### config.mk
export PLATFORM = sky130hd
export DESIGN_NAME = uniform_group_detector
export DESIGN_NICKNAME = d
export VERILOG_FILES = /design/src/rtl/ugd_pkg.sv /design/src/rtl/ugd_next.sv /design/src/rtl/ugd_state_reg.sv /design/src/rtl/uniform_group_detector.sv
export SDC_FILE = /design/constraint.sdc
export NUM_CORES = 1
export LEC_CHECK = 0
export ABC_AREA = 1
export BUFFER_PORTS_ARGS = -buffer_cell sky130_fd_sc_hd__buf_2
export CAP_MARGIN = 10
export CELL_PAD_IN_SITES_DETAIL_PLACEMENT = 1
export CELL_PAD_IN_SITES_GLOBAL_PLACEMENT = 1
export CORE_AREA = 3 3 40 42
export DETAILED_ROUTE_END_ITERATION = 8
export DIE_AREA = 0 0 43 45
export HOLD_SLACK_MARGIN = 0.06
export PLACE_DENSITY_LB_ADDON = 0.1
export SYNTH_ARGS = -nofsm -noshare
export SYNTH_HDL_FRONTEND = slang
export SYNTH_HIERARCHICAL = 1
export SYNTH_SLANG_ARGS = --single-unit
### constraint.sdc
create_clock -name clk -period 1.6 [get_ports clk]
set_input_delay 0.32 -clock clk [delete_from_list [all_inputs] [get_ports clk]]
set_output_delay 0.32 -clock clk [all_outputs]
set_load 0.05 [all_outputs]
### src/rtl/ugd_pkg.sv
package ugd_pkg;

   localparam int FRAME_BITS = 3;
   localparam int STATE_W    = 3;

   // one state per distinct prefix history inside the current frame
   typedef enum logic [STATE_W-1:0] {
      ST_IDLE  = 3'd0,   // at a frame boundary
      ST_LEAD0 = 3'd1,   // first bit was 0
      ST_LEAD1 = 3'd2,   // first bit was 1
      ST_PAIR0 = 3'd3,   // first two bits were 00
      ST_PAIR1 = 3'd4,   // first two bits were 11
      ST_SPOIL = 3'd5    // frame already known to be mixed
   } ugd_state_e;

endpackage

### src/rtl/ugd_next.sv
module ugd_next
   import ugd_pkg::*;
(
   input  ugd_state_e cur,
   input  logic       bit_in,
   output ugd_state_e nxt,
   output logic       hit
);

   always_comb begin
      nxt = ST_IDLE;
      hit = 1'b0;
      unique case (cur)
         ST_IDLE:  nxt = bit_in ? ST_LEAD1 : ST_LEAD0;
         ST_LEAD0: nxt = bit_in ? ST_SPOIL : ST_PAIR0;
         ST_LEAD1: nxt = bit_in ? ST_PAIR1 : ST_SPOIL;
         ST_PAIR0: begin
            nxt = ST_IDLE;
            hit = ~bit_in;
         end
         ST_PAIR1: begin
            nxt = ST_IDLE;
            hit = bit_in;
         end
         ST_SPOIL: nxt = ST_IDLE;
         default:  nxt = ST_IDLE;
      endcase
   end

endmodule

### src/rtl/ugd_state_reg.sv
module ugd_state_reg
   import ugd_pkg::*;
#(
   parameter ugd_state_e INIT = ST_IDLE
) (
   input  logic       clk,
   input  logic       rst,
   input  ugd_state_e d,
   output ugd_state_e q
);

   always_ff @(posedge clk) begin
      if (rst) q <= INIT;
      else     q <= d;
   end

endmodule

### src/rtl/uniform_group_detector.sv
module uniform_group_detector
   import ugd_pkg::*;
#(
   parameter int GROUP_LEN = FRAME_BITS
) (
   input  logic clk,
   input  logic rst,
   input  logic din,
   output logic match
);

   generate
      if (GROUP_LEN != 3) begin : g_len_check
         $error("uniform_group_detector: only three-bit frames are supported");
      end
   endgenerate

   ugd_state_e cur_state;
   ugd_state_e nxt_state;
   logic       raw_hit;

   ugd_next u_next (
      .cur    (cur_state),
      .bit_in (din),
      .nxt    (nxt_state),
      .hit    (raw_hit)
   );

   ugd_state_reg #(.INIT(ST_IDLE)) u_reg (
      .clk (clk),
      .rst (rst),
      .d   (nxt_state),
      .q   (cur_state)
   );

   // the combinational hit must not escape while a frame is being dropped
   assign match = raw_hit & ~rst;

endmodule

==> out/metrics.csv <==
stage;metric;value;unit
clock_network;post-CTS setup buffers;0;
synthesis;XOR/XNOR share of the synthesized area;0;%
synthesis;Post-Synth Simple-Gate Area;36.36;%
synthesis;Post-Synth Adder-Cell Area;0;%
worst_setup_path;Worst EP required;1280;ps
clock_network;CTS Buffer Depth;2;
global_routing;first-pass GRT wire length;690;um
clock_network;Clock transition at path regs;40;ps
global_routing;via count of the first global-routing pass;174;
clock_network;cts bufs inserted;3;
power_and_ir_drop;sw frac;26.71;%
final_layout;Top Registers;u_reg/q (3);
route;metal2 WL;177;um
synthesis;Cells after Synth;29;
worst_hold_path;Hold WC Path Type;in -> reg;
timing;worst slew pin tran;114.1;ps
timing;RSZ-0062 raised after global routing;false;
die;Die ar.;1935;um2
die;die height;45;um
place;GP Congestion;0.6242;
route;Post-route DRC;0;
final_layout;synth-to-layout area growth;41.67;%
synthesis;post-synth net total;32;
final_layout;layout cells sized above 1;25.00;%
global_routing;initial antenna violation count;0;
timing;Fin Clk Skew;1.379;ps
place;post-DP HPWL;317.1;um
route;vias per inst;3.333;
route;post-route ant nets;0;
run_status;status;finished, final reports clean;
global_routing;pin count of the biggest net entering global routing;6;
timing;Tmin final;1460;ps
synthesis;synth warn;6;
timing;Final WS setup;140.2;ps
power_and_ir_drop;Net Switching;70.39;uW
global_routing;gr usage total;5.495;%
worst_setup_path;crit end category;output port;
clock_network;CTS sink count;3;
synthesis;post-synthesis mux area share;0;%
route;DR pass1 iterations;2;
route;top layer in use;met3;
route;routed wl met3;25;um
route;drt first-iter violations;1;
synthesis;distinct cell type count after synthesis;7;
die;row count;13;
timing;fmax;0.6850;GHz
power_and_ir_drop;Lkg Pwr;0.1247;nW
clock_network;later-pin clock latency in the skew report;230;ps
clock_network;number of H-tree levels;1;
power_and_ir_drop;sequential share of power;34.7;%
route;M1 wire length;190;um
job;Max-Cap Viols;0;
global_routing;GRT overflow;0;
die;Initial Util;12.85;%
power_and_ir_drop;Pint;193.1;uW
power_and_ir_drop;Clock Power Share;49.9;%
power_and_ir_drop;Pwr Density;1126;nW/um2
die;Ports;4;
power_and_ir_drop;power share of the combinational group;15.4;%
route;via count;170;
route;WL/cell;7.706;um
final_layout;number of flip-flops in the largest register;3;
synthesis;syn avg cell area;5.695;um2
clock_network;hold_buf cts;0;
final_layout;Diodes inserted;0;
timing;Rel. slew slack;92.40;%
synthesis;post-synthesis compound-gate area fraction;9.091;%
timing;fin crit share;91.23;%
worst_setup_path;Critical Path Source Type;flip-flop;
worst_setup_path;worst-path fanout max;5;
place;worst slack at placement;237.5;ps
die;core box area;1285;um2
timing;Slew Viols, Final;0;
final_layout;# fillers;170;
timing;Final Hold Viols;0;
place;buffers added on ports;3;
final_layout;fin util;18.21;%
power_and_ir_drop;VDD IR max;0.0003062;V
final_layout;largest reg by FF count;u_reg/q;
timing;final setup TNS;0;ps
synthesis;largest family of logic cells by synthesized area;simple AND/OR/NAND/NOR gates;
synthesis;register area share after synthesis;36.36;%
timing;setup violators final;0;
die;Die Span X;43;um
final_layout;# nets final;40;
worst_setup_path;Crit Path Class;reg -> out;
synthesis;synthesized area;165.2;um2
worst_setup_path;Critical Path AT;1140;ps
clock_network;CTS tree;built;
synthesis;Synth Register Bits;3;
clock_network;clock root buffer;clkbuf_4;
route;Post-Route WL;393;um
==> through the flow <==
stage	hold slack, ps	total power [mW]	instances	cell area [um2]
after CTS	295.1	0.2719	51	227.7
after global placement	543.0	0.1322	47	198.9
after detailed placement	546.6	0.1317	47	198.9
after global routing	305.3	0.2909	51	234.0
final	295.5	0.2635	51	234.0
after floorplan	391.2	0.1188	29	165.2
==> placed cells by master (no fill, tap or decap) <==
cell and count:
nand2_1 7, inv_1 8, nor2_2 1, buf_2 2
clkbuf_4 3, nand3_1 1, dfxtp_1 1, buf_6 1
nor2_1 6, clkbuf_1 1, dfxtp_2 2, a21oi_1 3
==> power groups by stage <==
stage               Sequential [mW]  Clock [mW]  Combinational [mW]
floorplan                    0.0894           0              0.0294
global placement             0.0918           0              0.0404
detailed placement           0.0920           0              0.0397
CTS                          0.0909       0.140              0.0407
global route                 0.0928       0.149              0.0487
finish                       0.0916       0.131              0.0405
==> worst paths after layout <==
kind	cells after the start	from	slack [ps]	end
setup / recovery	7	u_reg/q[0]$_SDFF_PP0_	140	match
hold / removal	2	rst	300	u_reg/q[1]$_SDFF_PP0_
setup reg to reg	5	u_reg/q[0]$_SDFF_PP0_	810	u_reg/q[0]$_SDFF_PP0_
hold reg to reg	4	u_reg/q[0]$_SDFF_PP0_	560	u_reg/q[1]$_SDFF_PP0_
==> logic make-up after synthesis <==
group	count (synthesis)
AO/OA/AOI/OAI	3
buffers and inverters	8
flip-flops	3
AND/OR/NAND/NOR	15
==> metal layers <==
metal  vias to the layer above  track usage [%]
met2                         3            5.988
met1                        71            5.783
met3                         0            2.789
met5                         -                0
li1                         96                -
met4                         0            9.036
==> cells in the mapped netlist (all sizes together) <==
master  count  area [um2]
inv         8       30.03
nand2       7       26.28
nor2        7       28.78
a21oi       3       15.01
dfxtp       3       60.06
nand3       1       5.000
==> area by class of cell <==
type                            instances  area, um2  area share, %
Clock buffer                            4      26.28          11.23
Inverter                                8      30.03          12.83
Multi-Input combinational cell         18      75.07          32.09
Sequential cell                         3      62.56          26.74
Tap cell                               15      18.77          8.021
Timing Repair Buffer                    3      21.27          9.091
==> worst max-delay path, cell delays in order (launching register included) <==
cell,delay (ps)
dfxtp_2,350
nand2_1,70
nor2_1,80
nand2_1,60
nand2_1,50
inv_1,40
nor2_2,80
buf_6,160
==> repair_timing <==
action	in CTS	in global routing
setup endpoints to repair	1	1
gates resized for setup	1	3
pin swaps	0	0
No activity file was read; power rests on OpenSTA's default activity.
